`src/rtl/isa_strobe_pkg.sv`:
```
package isa_strobe_pkg;

    typedef enum logic [2:0] {
        CK_MEM_RD = 3'd0,
        CK_MEM_WR = 3'd1,
        CK_IO_RD  = 3'd2,
        CK_IO_WR  = 3'd3,
        CK_REFR   = 3'd4,
        CK_DMA_RD = 3'd5,
        CK_DMA_WR = 3'd6,
        CK_RSVD   = 3'd7
    } cyc_kind_t;

    typedef enum logic [1:0] {
        ST_IDLE = 2'd0,
        ST_ALE  = 2'd1,
        ST_CMD  = 2'd2,
        ST_DONE = 2'd3
    } cyc_state_t;

    function automatic logic kind_is_mem(cyc_kind_t k);
        return (k == CK_MEM_RD) || (k == CK_MEM_WR) ||
               (k == CK_DMA_RD) || (k == CK_DMA_WR);
    endfunction

    function automatic logic kind_holds_ale(cyc_kind_t k);
        return (k == CK_REFR) || (k == CK_DMA_RD) || (k == CK_DMA_WR);
    endfunction

endpackage

```
`src/rtl/isa_cycle_fsm.sv`:
```
module isa_cycle_fsm
    import isa_strobe_pkg::*;
#(
    parameter int CMD_CYCLES = 3,
    parameter int ADDR_W     = 24,
    parameter int MEG_BIT    = 20
) (
    input  logic              clk,
    input  logic              rst_n,
    input  logic              req_valid,
    input  cyc_kind_t         req_kind,
    input  logic [ADDR_W-1:0] req_addr,
    input  logic              req_hi_byte,
    input  logic              master_n,
    input  logic              mcs16_n,
    output cyc_state_t        state,
    output cyc_kind_t         kind_q,
    output logic              low_meg_q,
    output logic              hi_q,
    output logic              size16_q
);

    localparam int CNT_W = (CMD_CYCLES > 1) ? $clog2(CMD_CYCLES) : 1;
    localparam logic [CNT_W-1:0] CNT_LAST = CNT_W'(CMD_CYCLES - 1);
    localparam logic [ADDR_W:0]  MEG_LIMIT = (ADDR_W + 1)'(1) << MEG_BIT;

    cyc_state_t       state_nx;
    logic [CNT_W-1:0] cnt;
    logic             accept;
    logic             cmd_last;

    assign accept   = (state == ST_IDLE) && req_valid && master_n &&
                      (req_kind != CK_RSVD);
    assign cmd_last = (cnt == CNT_LAST);

    always_ff @(posedge clk or negedge rst_n) begin
        if (!rst_n) begin
            state <= ST_IDLE;
        end else begin
            state <= state_nx;
        end
    end

    always_comb begin
        state_nx = state;
        unique case (state)
            ST_IDLE: if (accept)   state_nx = ST_ALE;
            ST_ALE:                state_nx = ST_CMD;
            ST_CMD:  if (cmd_last) state_nx = ST_DONE;
            ST_DONE:               state_nx = ST_IDLE;
        endcase
    end

    always_ff @(posedge clk or negedge rst_n) begin
        if (!rst_n) begin
            kind_q    <= CK_MEM_RD;
            low_meg_q <= 1'b0;
            hi_q      <= 1'b0;
            size16_q  <= 1'b0;
            cnt       <= '0;
        end else begin
            if (accept) begin
                kind_q    <= req_kind;
                low_meg_q <= ({1'b0, req_addr} < MEG_LIMIT);
                hi_q      <= req_hi_byte;
                size16_q  <= 1'b0;
            end
            if (state == ST_ALE) begin
                size16_q <= kind_is_mem(kind_q) && !mcs16_n;
                cnt      <= '0;
            end else if (state == ST_CMD && !cmd_last) begin
                cnt <= cnt + 1'b1;
            end
        end
    end


    cnt_range_chk: assert property (@(posedge clk) disable iff (!rst_n)
        (state == ST_CMD) |-> (cnt <= CNT_LAST));


    done_after_cmd_chk: assert property (@(posedge clk) disable iff (!rst_n)
        (state == ST_DONE) |-> ($past(state) == ST_CMD));


    no_start_when_owned_chk: assert property (@(posedge clk) disable iff (!rst_n)
        (state == ST_IDLE && !master_n) |=> (state == ST_IDLE));

endmodule

```
`src/rtl/isa_strobe_decode.sv`:
```
module isa_strobe_decode
    import isa_strobe_pkg::*;
(
    input  logic       clk,
    input  logic       rst_n,
    input  cyc_state_t state,
    input  cyc_kind_t  kind_q,
    input  logic       low_meg_q,
    input  logic       hi_q,
    input  logic       master_n,
    output logic       ale,
    output logic       memr_n,
    output logic       memw_n,
    output logic       smemr_n,
    output logic       smemw_n,
    output logic       ior_n,
    output logic       iow_n,
    output logic       bhe_n,
    output logic       cmd_oe,
    output logic       busy,
    output logic       done
);

    always_comb begin
        ale     = !master_n;
        memr_n  = 1'b1;
        memw_n  = 1'b1;
        smemr_n = 1'b1;
        smemw_n = 1'b1;
        ior_n   = 1'b1;
        iow_n   = 1'b1;
        bhe_n   = 1'b1;
        cmd_oe  = master_n;
        busy    = 1'b1;
        done    = 1'b0;
        unique case (state)
            ST_IDLE: begin
                busy = 1'b0;
            end
            ST_ALE: begin
                ale   = 1'b1;
                bhe_n = !(hi_q && kind_q != CK_REFR);
            end
            ST_CMD: begin
                if (kind_holds_ale(kind_q)) ale = 1'b1;
                bhe_n = !(hi_q && kind_q != CK_REFR);
                unique case (kind_q)
                    CK_MEM_RD, CK_DMA_RD: begin
                        memr_n  = 1'b0;
                        smemr_n = !low_meg_q;
                    end
                    CK_REFR: begin
                        memr_n  = 1'b0;
                        smemr_n = 1'b0;
                    end
                    CK_MEM_WR, CK_DMA_WR: begin
                        memw_n  = 1'b0;
                        smemw_n = !low_meg_q;
                    end
                    CK_IO_RD: ior_n = 1'b0;
                    CK_IO_WR: iow_n = 1'b0;
                    CK_RSVD:  ;
                endcase
            end
            ST_DONE: begin
                if (kind_holds_ale(kind_q)) ale = 1'b1;
                done = 1'b1;
            end
        endcase
    end


    onehot_cmd_chk: assert property (@(posedge clk) disable iff (!rst_n)
        $onehot0({~memr_n, ~memw_n, ~ior_n, ~iow_n}));


    smemr_sub_chk: assert property (@(posedge clk) disable iff (!rst_n)
        !smemr_n |-> !memr_n);


    smemw_sub_chk: assert property (@(posedge clk) disable iff (!rst_n)
        !smemw_n |-> !memw_n);


    refr_no_smemw_chk: assert property (@(posedge clk) disable iff (!rst_n)
        (busy && kind_q == CK_REFR) |-> smemw_n);


    done_pulse_chk: assert property (@(posedge clk) disable iff (!rst_n)
        done |=> !done);

endmodule

```
`src/rtl/isa_strobe_gen.sv`:
```
module isa_strobe_gen
    import isa_strobe_pkg::*;
#(
    parameter int CMD_CYCLES = 3,
    parameter int ADDR_W     = 24,
    parameter int MEG_BIT    = 20
) (
    input  logic              clk,
    input  logic              rst_n,
    input  logic              req_valid,
    input  logic [2:0]        req_kind,
    input  logic [ADDR_W-1:0] req_addr,
    input  logic              req_hi_byte,
    input  logic              master_n,
    input  logic              mcs16_n,
    output logic              ale,
    output logic              memr_n,
    output logic              memw_n,
    output logic              smemr_n,
    output logic              smemw_n,
    output logic              ior_n,
    output logic              iow_n,
    output logic              bhe_n,
    output logic              cmd_oe,
    output logic              busy,
    output logic              done,
    output logic              size16
);

    cyc_state_t state;
    cyc_kind_t  kind_q;
    logic       low_meg_q;
    logic       hi_q;

    isa_cycle_fsm #(
        .CMD_CYCLES (CMD_CYCLES),
        .ADDR_W     (ADDR_W),
        .MEG_BIT    (MEG_BIT)
    ) u_fsm (
        .clk         (clk),
        .rst_n       (rst_n),
        .req_valid   (req_valid),
        .req_kind    (cyc_kind_t'(req_kind)),
        .req_addr    (req_addr),
        .req_hi_byte (req_hi_byte),
        .master_n    (master_n),
        .mcs16_n     (mcs16_n),
        .state       (state),
        .kind_q      (kind_q),
        .low_meg_q   (low_meg_q),
        .hi_q        (hi_q),
        .size16_q    (size16)
    );

    isa_strobe_decode u_dec (
        .clk       (clk),
        .rst_n     (rst_n),
        .state     (state),
        .kind_q    (kind_q),
        .low_meg_q (low_meg_q),
        .hi_q      (hi_q),
        .master_n  (master_n),
        .ale       (ale),
        .memr_n    (memr_n),
        .memw_n    (memw_n),
        .smemr_n   (smemr_n),
        .smemw_n   (smemw_n),
        .ior_n     (ior_n),
        .iow_n     (iow_n),
        .bhe_n     (bhe_n),
        .cmd_oe    (cmd_oe),
        .busy      (busy),
        .done      (done)
    );

endmodule

```
`config.mk`:
```
export PLATFORM = sky130hd
export DESIGN_NAME = isa_strobe_gen
export DESIGN_NICKNAME = d
export VERILOG_FILES = /design/src/rtl/isa_strobe_pkg.sv /design/src/rtl/isa_cycle_fsm.sv /design/src/rtl/isa_strobe_decode.sv /design/src/rtl/isa_strobe_gen.sv
export SDC_FILE = /design/constraint.sdc
export NUM_CORES = 1
export LEC_CHECK = 0
export ABC_CLOCK_PERIOD_IN_PS = 2900
export BUFFER_PORTS_ARGS = -buffer_cell sky130_fd_sc_hd__buf_4
export CAP_MARGIN = 20
export CORE_MARGIN = 10
export CORE_UTILIZATION = 27
export DETAILED_ROUTE_END_ITERATION = 8
export PLACE_DENSITY = 0.53
export SLEW_MARGIN = 20
export SYNTH_ARGS = -nofsm -noshare
export SYNTH_HDL_FRONTEND = slang
export SYNTH_HIERARCHICAL = 1
export SYNTH_SLANG_ARGS = --single-unit
```
`constraint.sdc`:
```
create_clock -name clk -period 2.9 [get_ports clk]
set_input_delay 0.58 -clock clk [delete_from_list [all_inputs] [get_ports clk]]
set_output_delay 0.58 -clock clk [all_outputs]
set_load 0.03 [all_outputs]
```
==> results of run 1 <==
[cell families after synthesis]
logic type,after synthesis,share of synthesized area [%]
adders and majority gates,8,13.61
xor gates and xnor gates,2,2.381
buffers and inverters,13,7.143
AOI/OAI and AO/OA,19,23.13
muxes,3,5.442
and+or+nand+nor,17,14.29
DFF,10,34.01
[where the power goes]
| group | switching [mW] | total (mW) | internal [mW] |
|---|---|---|---|
| clock network | 0.0509 | 0.127 | 0.0762 |
| logic | 0.323 | 0.596 | 0.272 |
| registers | 0.0943 | 0.297 | 0.203 |
[state kept, by name, summed over array words and instances, names as in the netlist]
signal / flops
u_fsm/kind_q: 3
u_fsm/cnt: 2
u_fsm/low_meg_q: 1
u_fsm/size16_q: 1
u_fsm/hi_q: 1
u_fsm/state: 2
[routing by layer]
layer | track usage [%] | part of all wire, % | routed length [um] | up-vias
li1 | - | - | - | 313
met1 | 8.516 | 48 | 807 | 285
met2 | 9.815 | 44 | 735 | 17
met3 | 2.993 | 8.7 | 147 | 0
met4 | 2.581 | 0 | 0 | 0
met5 | 0 | 0 | 0 | -
[final cells by class]
class	count	area share, %
flip-flops and latches	10	25.58
inverters	11	4.220
repair buffers	24	18.41
multi-input cells	49	44.25
well taps	30	3.836
clock buffers	4	3.708
[worst paths after layout]
path	startpoint	endpoint	slack [ps]	depth (start not counted)
hold reg to reg	u_fsm/hi_q	u_fsm/hi_q	520	1
setup / recovery	u_fsm/state[1]	ale	730	5
min in group clk	mcs16_n	u_fsm/size16_q	500	2
setup reg to reg	u_fsm/state[1]	u_fsm/low_meg_q	1150	5
hold / removal	rst_n	u_fsm/size16_q	130	1
max in group asynchronous	rst_n	u_fsm/hi_q	2630	1
[synth_stat cells (2+ instances only)]
cell type,n
nor2_1,2
ha_1,8
dfrtp_1,10
mux2_4,2
o22a_2,3
nand4_1,3
nand2_1,2
nor2b_1,2
inv_1,11
o21ai_0,5
xnor2_1,2
==> results.yml, run 1 <==
cts:
  cts_root_buffer: "clkbuf_4"
  post_cts_resized: 0
  numCtsBuffers: 3
  cts_setup_buffers: 0
  cts_tree: "yes"
  cts_hold_buffers: 0
  h-tree-depth: 1
  clkSinkCount: 10
  clk_path_buf_depth: 2
  clkSlewWorstSetupHoldPaths_ps: 70
  clk_latency_ps: 260
logic_synthesis:
  syn_area_sq_um: 735.7
  synth_edf_count: 0
  syn_inst: 72
  avgSynthCellArea_sq_um: 10.22
  yosysTopAreaCellShare_pct: 34.01
  synth_seq_cells: 10
  async_flop_share_pct: 100.0
  synth-seq-area-share_pct: 34.01
  ys_top_cells_by_area: "dfrtp_1 34%, ha_1 14%, inv_1 5.6%, o22a_2 4.1%, mux2_4 4.1%"
  synthesis.nets: 113
  ys_types: 33
  ys_warn_count: 6
  synth_largest_area_cell: "dfrtp_1"
  synth_ff_type: "dfrtp_1"
cells_and_area:
  areaGrowthSynthToFinish_pct: 32.99
  multiInputGateArea_sq_um: 432.9
  final_cells: 128
  final_util_pct: 38.45
  seqCellArea_sq_um: 250.2
  nNetsFinal: 140
  fill_cells: 258
  final_common_cell: "buf_4"
  fin_area_sq_um: 978.4
  layout_common_cells: "24 x buf_4, 11 x inv_1, 10 x dfrtp_1, 8 x ha_1, 5 x o21ai_0"
  antennaDiodeCount: 0
  drive_above_1_share_pct: 39.80
timing:
  maxSlewHeadroom_pct: 70.50
  fin_crit_ps: 2166
  clock_skew_ps: 2.254
  fmax_ghz: 0.4618
  finalCritPeriodShare_pct: 74.68
  tightest_slew_ps: 441.6
  hold_viol_final: 0
  hold_ws_ps: 127.2
  rsz0062_at_grt: "false"
  setup_viol: 0
  slew_viol_final: 0
  setup_ws_ps: 734.3
  setup-tns-final_ps: 0
detailed_routing:
  via_per_inst: 4.805
  firstDrtPassIters: 4
  drtIter0Drc: 21
  drt-total-wl_mm: 1.689
  ant_nets: 0
  drc: 0
  wl_per_cell_um: 13.20
  vias: 615
global_route:
  gr-total-overflow: 0
  grt_use_total_pct: 6.763
  grt_max_degree: 11
  grt_pass1_wl_mm: 2.884
  first_global_vias: 631
  antenna_found_initial: 0
die:
  start_util_pct: 28.91
  dieWidth_um: 72.20
  std_cell_rows: 18
  ioPinCount: 45
  core_sq_um: 2545
  die_h_um: 72.20
  die-area_sq_um: 5213
min_path:
  hp-class: "input port to asynchronous set/reset pin"
place:
  dp_hpwl_mm: 1.343
  place_area_sq_um: 942.2
  dp_slack_ps: 1009
  placed_cells: 124
  place.gp.congestion: 0.6724
  port-buffer-count: 24
pwr:
  power_mw: 1.020
  power_density_nw_per_um2: 1042
  ir_worst_vdd_uv: 510.9
  p_leak_nw: 0.4592
worst_setup_path:
  path_cells: "inv_1, ha_1, and2_1, a311oi_2, buf_4"
  cp.arrival_ps: 1590
  cp_top_family: "flip-flops"
  crit_buf_inv: 2
  critical_path_required_ps: 2320
  criticalPathCategory: "flip-flop to output pin"
  slowest_delay_ps: 490
  cp-start-kind: "flip-flop"
  worst_setup_path_end_kind: "output pin"
  slowest_stage: "dfrtp_1"
  path_max_fanout: 8
run:
  maxCapViolCount: 0
status:
  status: "finished clean"
Note: power is estimated with default switching activity, not from simulation.
==> run 2: changes to the inputs <==
- ABC_CLOCK_PERIOD_IN_PS: 2900 -> 2130
- clock period: 2.9 -> 2.13 ns (I/O delays scaled with it)
==> results.yml, run 2 (synthesis results as in run 1) <==
status:
  status: "finished clean"
die:
  die-area_sq_um: 5213
  ioPinCount: 45
  core_sq_um: 2545
  start_util_pct: 28.91
  std_cell_rows: 18
  die_h_um: 72.20
  dieWidth_um: 72.20
timing:
  slew_viol_final: 0
  tightest_slew_ps: 422.5
  rsz0062_at_grt: "false"
  fin_crit_ps: 1963
  finalCritPeriodShare_pct: 92.14
  fmax_ghz: 0.5095
  setup_ws_ps: 167.4
  hold_viol_final: 0
  hold_ws_ps: 377.1
  setup-tns-final_ps: 0
  maxSlewHeadroom_pct: 71.77
  setup_viol: 0
  clock_skew_ps: 3.101
global_route:
  gr-total-overflow: 0
  antenna_found_initial: 0
  grt_pass1_wl_mm: 2.697
  grt_max_degree: 11
  first_global_vias: 594
  grt_use_total_pct: 6.323
detailed_routing:
  drc: 0
  drt-total-wl_mm: 1.615
  drtIter0Drc: 13
  wl_per_cell_um: 12.62
  ant_nets: 0
  vias: 615
  via_per_inst: 4.805
  firstDrtPassIters: 3
worst_setup_path:
  criticalPathCategory: "flip-flop to output pin"
  cp.arrival_ps: 1540
  slowest_delay_ps: 420
  r2r_cells: 5
  r2r-end: "u_fsm/low_meg_q"
  path_cells: "inv_1, ha_1, and2_1, a311oi_2, buf_4"
  endpoint: "ale"
  slowest_stage: "dfrtp_1"
  path_max_fanout: 5
  cp-start-kind: "flip-flop"
  worst_setup_path_end_kind: "output pin"
  r2r_slack_ps: 440
  r2r_start: "u_fsm/state[1]"
  critical_path_required_ps: 1700
  startpoint: "u_fsm/state[0]"
run:
  maxCapViolCount: 0
cts:
  clkSinkCount: 10
  cts_tree: "yes"
  cts_root_buffer: "clkbuf_4"
  clk_path_buf_depth: 2
  cts_setup_buffers: 0
  h-tree-depth: 1
  numCtsBuffers: 3
  clkSlewWorstSetupHoldPaths_ps: 60
  clk_latency_ps: 250
place:
  port-buffer-count: 24
  dp_slack_ps: 385.5
  dp_hpwl_mm: 1.375
  place.gp.congestion: 0.7409
  place_area_sq_um: 942.2
cells_and_area:
  largest_register_ffs: 3
  drive_above_1_share_pct: 39.80
  areaGrowthSynthToFinish_pct: 32.65
  final_common_cell: "buf_4"
  layout_common_cells: "24 x buf_4, 11 x inv_1, 9 x dfrtp_1, 8 x ha_1, 5 x o21ai_0"
  fin_area_sq_um: 975.9
  nNetsFinal: 141
  antennaDiodeCount: 0
  largest_register: "u_fsm/kind_q"
  fill_cells: 271
  largestRegisters: "u_fsm/kind_q x3, u_fsm/cnt x2, u_fsm/state x2"
min_path:
  holdPathStages: 2
  hp-class: "input port to flip-flop"
pwr:
  power_mw: 1.336
  ir_worst_vdd_uv: 603.2
  p_leak_nw: 0.4554
  power_density_nw_per_um2: 1369
run 2: what timing repair did:
action                                  4_1_cts  5_1_grt
endpoints found under the setup margin        0        1
resized for setup                             0        1
hold buffers                                  1        0
hold endpoints to repair                     10        0
run 2: critical path: cells and delay by family (launching register included):
family,cells,cell delay [ps]
flops,1,420
simple gates,1,160
buf+inv,2,300
compound gates,1,180
fa+ha+maj,1,210
run 2: power breakdown:
part           switching (mW)  leakage [nW]  internal [mW]
sequential              0.121         0.122          0.278
combinational           0.443         0.319          0.375
clock                  0.0537        0.0138         0.0646
run 2: per-layer routing:
| layer | track usage (%) | wire length [um] | up-vias |
|---|---|---|---|
| met4 | 0.6452 | 6 | 0 |
| li1 | - | - | 313 |
| met1 | 7.590 | 728 | 286 |
| met2 | 9.621 | 753 | 14 |
| met5 | 0 | 0 | - |
| met3 | 3.946 | 126 | 2 |
run 2: metrics by stage:
stage,std cells,utilization (%)
floorplan,72,-
global placement,124,37.02
detailed placement,124,37.02
CTS,128,38.30
global route,128,38.35
finish,128,38.35
run 2: layout make-up:
class                           count  area [sq um]  area share [%]
Sequential cell                    10         251.5           25.77
Multi-Input combinational cell     49         432.9           44.36
Inverter                           11         41.29           4.231
Timing Repair Buffer               25         190.2           19.49
Clock buffer                        3         22.52           2.308
Tap cell                           30         37.54           3.846
run 2: worst min-delay path by stage:
stage                       to  slack, ps    start
2_1_floorplan     u_fsm/cnt[0]        130    rst_n
3_3_place_gp   u_fsm/low_meg_q        260    rst_n
3_5_place_dp   u_fsm/low_meg_q        260    rst_n
4_1_cts         u_fsm/size16_q        360  mcs16_n
5_1_grt         u_fsm/size16_q        370  mcs16_n
6_report        u_fsm/size16_q        380  mcs16_n
==> run 3: changes to the inputs <==
--- a/config.mk
+++ b/config.mk
@@ -6,4 +6,5 @@
 export NUM_CORES = 1
 export LEC_CHECK = 0
+export ABC_AREA = 1
 export ABC_CLOCK_PERIOD_IN_PS = 2130
 export BUFFER_PORTS_ARGS = -buffer_cell sky130_fd_sc_hd__buf_4
==> constraint.sdc (replaced) <==
create_clock -name clk -period 2.13 [get_ports clk]
set_input_delay 0.1065 -clock clk [delete_from_list [all_inputs] [get_ports clk]]
set_output_delay 0.1065 -clock clk [all_outputs]
set_load 0.03 [all_outputs]
==> results.yml, run 3 <==
cts:
  clkSlewWorstSetupHoldPaths_ps: 60
  post_cts_resized: 0
  h-tree-depth: 1
  clk_path_buf_depth: 2
  cts_setup_buffers: 0
  clk_latency_ps: 260
  numCtsBuffers: 3
  cts_tree: "yes"
  clkSinkCount: 10
  cts_root_buffer: "clkbuf_4"
logic_synthesis:
  synth_edf_count: 0
  synth-seq-area-share_pct: 34.19
  netlist_top_cells_count: "28 x nand2_1, 19 x inv_1, 10 x dfrtp_1"
  ys_top_cells_by_area: "dfrtp_1 34%, nand2_1 14%, ha_1 14%, inv_1 9.7%, nand3_1 6.2%"
  syn_area_sq_um: 732.0
  synthMostInstantiatedCell: "nand2_1"
  synth_largest_area_cell: "dfrtp_1"
  async_flop_share_pct: 100.0
  synthesis.nets: 142
  ys_types: 20
  syn_inst: 101
  avgSynthCellArea_sq_um: 7.247
  yosysTopAreaCellShare_pct: 34.19
  synth_seq_cells: 10
  ys_warn_count: 6
  synth_ff_type: "dfrtp_1"
place:
  port-buffer-count: 24
  dp_hpwl_mm: 1.450
  dp_slack_ps: 624.9
  place.gp.congestion: 0.7064
worst_setup_path:
  cp.arrival_ps: 1480
  cp_top_family: "flip-flops"
  cp-start-kind: "flip-flop"
  worst_setup_path_end_kind: "output pin"
  criticalPathCategory: "flip-flop to output pin"
  critical_path_required_ps: 2020
  slowest_stage: "dfrtp_1"
  r2r_slack_ps: 640
  path_common_cell: "nand2_1"
  path_max_fanout: 6
  path_cells: "inv_1, ha_1, nand2_1, o21ai_2, nand2_1, buf_4"
  slowest_delay_ps: 450
  crit_buf_inv: 2
cells_and_area:
  seqCellArea_sq_um: 250.2
  areaGrowthSynthToFinish_pct: 35.04
  layout_common_cells: "28 x nand2_1, 24 x buf_4, 19 x inv_1, 10 x dfrtp_1, 9 x nand3_1"
  final_common_cell: "nand2_1"
  fill_cells: 282
  drive_above_1_share_pct: 27.91
  largest_register: "u_fsm/kind_q"
  antennaDiodeCount: 0
  nNetsFinal: 171
  largestRegisters: "u_fsm/kind_q x3, u_fsm/cnt x2, u_fsm/state x2"
  multiInputGateArea_sq_um: 399.1
  largest_register_ffs: 3
min_path:
  hp-class: "input port to flip-flop"
timing:
  setup_viol: 0
  finalCritPeriodShare_pct: 74.65
  slew_viol_final: 0
  hold_viol_final: 0
  fin_crit_ps: 1590
  tightest_slew_ps: 249.3
  rsz0062_at_grt: "false"
  maxSlewHeadroom_pct: 83.38
  clock_skew_ps: 0.8655
  setup-tns-final_ps: 0
  setup_ws_ps: 540.0
  fmax_ghz: 0.6289
detailed_routing:
  vias: 706
  drc: 0
  drtIter0Drc: 16
  via_per_inst: 4.440
  ant_nets: 0
  wl_per_cell_um: 10.60
  drt-total-wl_mm: 1.685
  firstDrtPassIters: 4
die:
  start_util_pct: 29.02
  die_h_um: 72.07
  std_cell_rows: 18
  dieWidth_um: 72.07
  die-area_sq_um: 5193
  core_sq_um: 2522
  ioPinCount: 45
pwr:
  p_leak_nw: 0.5304
  power_density_nw_per_um2: 1401
  ir_worst_vdd_uv: 701.5
global_route:
  first_global_vias: 757
  grt_use_total_pct: 6.889
  antenna_found_initial: 0
  grt_max_degree: 11
  gr-total-overflow: 0
  grt_pass1_wl_mm: 2.994
run:
  maxCapViolCount: 0
status:
  status: "finished clean"
==> run 3: changes by cell type after synthesis, moves of 3 or more <==
cell / previous run / this run
nand4_1: 3 / 0
nor2_1: 2 / 8
nand3_1: 0 / 9
nand2_1: 2 / 28
inv_1: 11 / 19
o22a_2: 3 / 0
a21oi_1: 0 / 3
==> run 3: layer usage <==
metal	vias to the layer above	part of all wire (%)	GRT usage, %
li1	372	-	-
met1	320	40	6.380
met2	12	53	13.22
met3	2	5.5	2.177
met4	0	0.59	3.226
met5	-	0	0
==> run 3: cells by family (layout without fill, tap and decap cells) <==
| logic type | count (synthesis) | count (layout) | synth area share (%) |
|---|---|---|---|
| XOR/XNOR | 1 | 1 | 1.197 |
| adder cells (fa/ha/maj) | 8 | 8 | 13.68 |
| AO/OA/AOI/OAI | 9 | 9 | 7.350 |
| AND/OR/NAND/NOR | 52 | 52 | 32.31 |
| buffers and inverters | 21 | 49 | 11.28 |
| flip-flops | 10 | 10 | 34.19 |
==> run 3: area by class of cell <==
cell class,count,share of cell area [%]
multi-input combinational,70,40.38
tap,30,3.797
clock buffer,4,3.671
sequential,10,25.32
timing repair buffer,25,19.24
inverter,20,7.595
==> run 3: stage by stage <==
stage | utilization (%) | instances | hold slack, ps | cell area (sq um) | power [mW]
after global placement | 37.35 | 154 | -55.78 | 942.2 | 1.223
final | 39.19 | 159 | 97.34 | 988.4 | 1.384
after CTS | 39.19 | 159 | 86.33 | 988.4 | 1.414
after global routing | 39.19 | 159 | 92.43 | 988.4 | 1.541
after detailed placement | 37.35 | 154 | -54.02 | 942.2 | 1.239
after floorplan | - | 101 | -189.1 | 732.0 | 0.9843
==> run 3: final timing paths <==
kind	start	end	cells after the start
max in group asynchronous	rst_n	u_fsm/state[0]	2
worst max-delay path	u_fsm/state[0]	smemw_n	6
worst max register to register	u_fsm/state[1]	u_fsm/state[1]	9
worst min-delay path	req_hi_byte	u_fsm/hi_q	3
worst min register to register	u_fsm/hi_q	u_fsm/hi_q	2
min in group asynchronous	rst_n	u_fsm/cnt[1]	2
==> run 3: worst reg2reg max path: stages, from the launching register on <==
cell and delay, ps:
dfrtp_1 470, inv_1 110, ha_1 180, inv_1 80, nor2_4 180, nand2_4 120
nand2_2 100, nand2_2 50, nand2_1 50, nand2_1 50
==> run 3: repair_timing <==
action	in CTS	in global routing
endpoints found under the hold margin	10	0
setup endpoints to repair	0	0
hold buffers	1	0
==> run 3: power breakdown <==
part | switching (mW) | total (mW) | internal (mW)
combinational | 0.511 | 0.826 | 0.315
clock | 0.0628 | 0.166 | 0.104
sequential | 0.114 | 0.392 | 0.278
total | 0.688 | 1.38 | 0.697
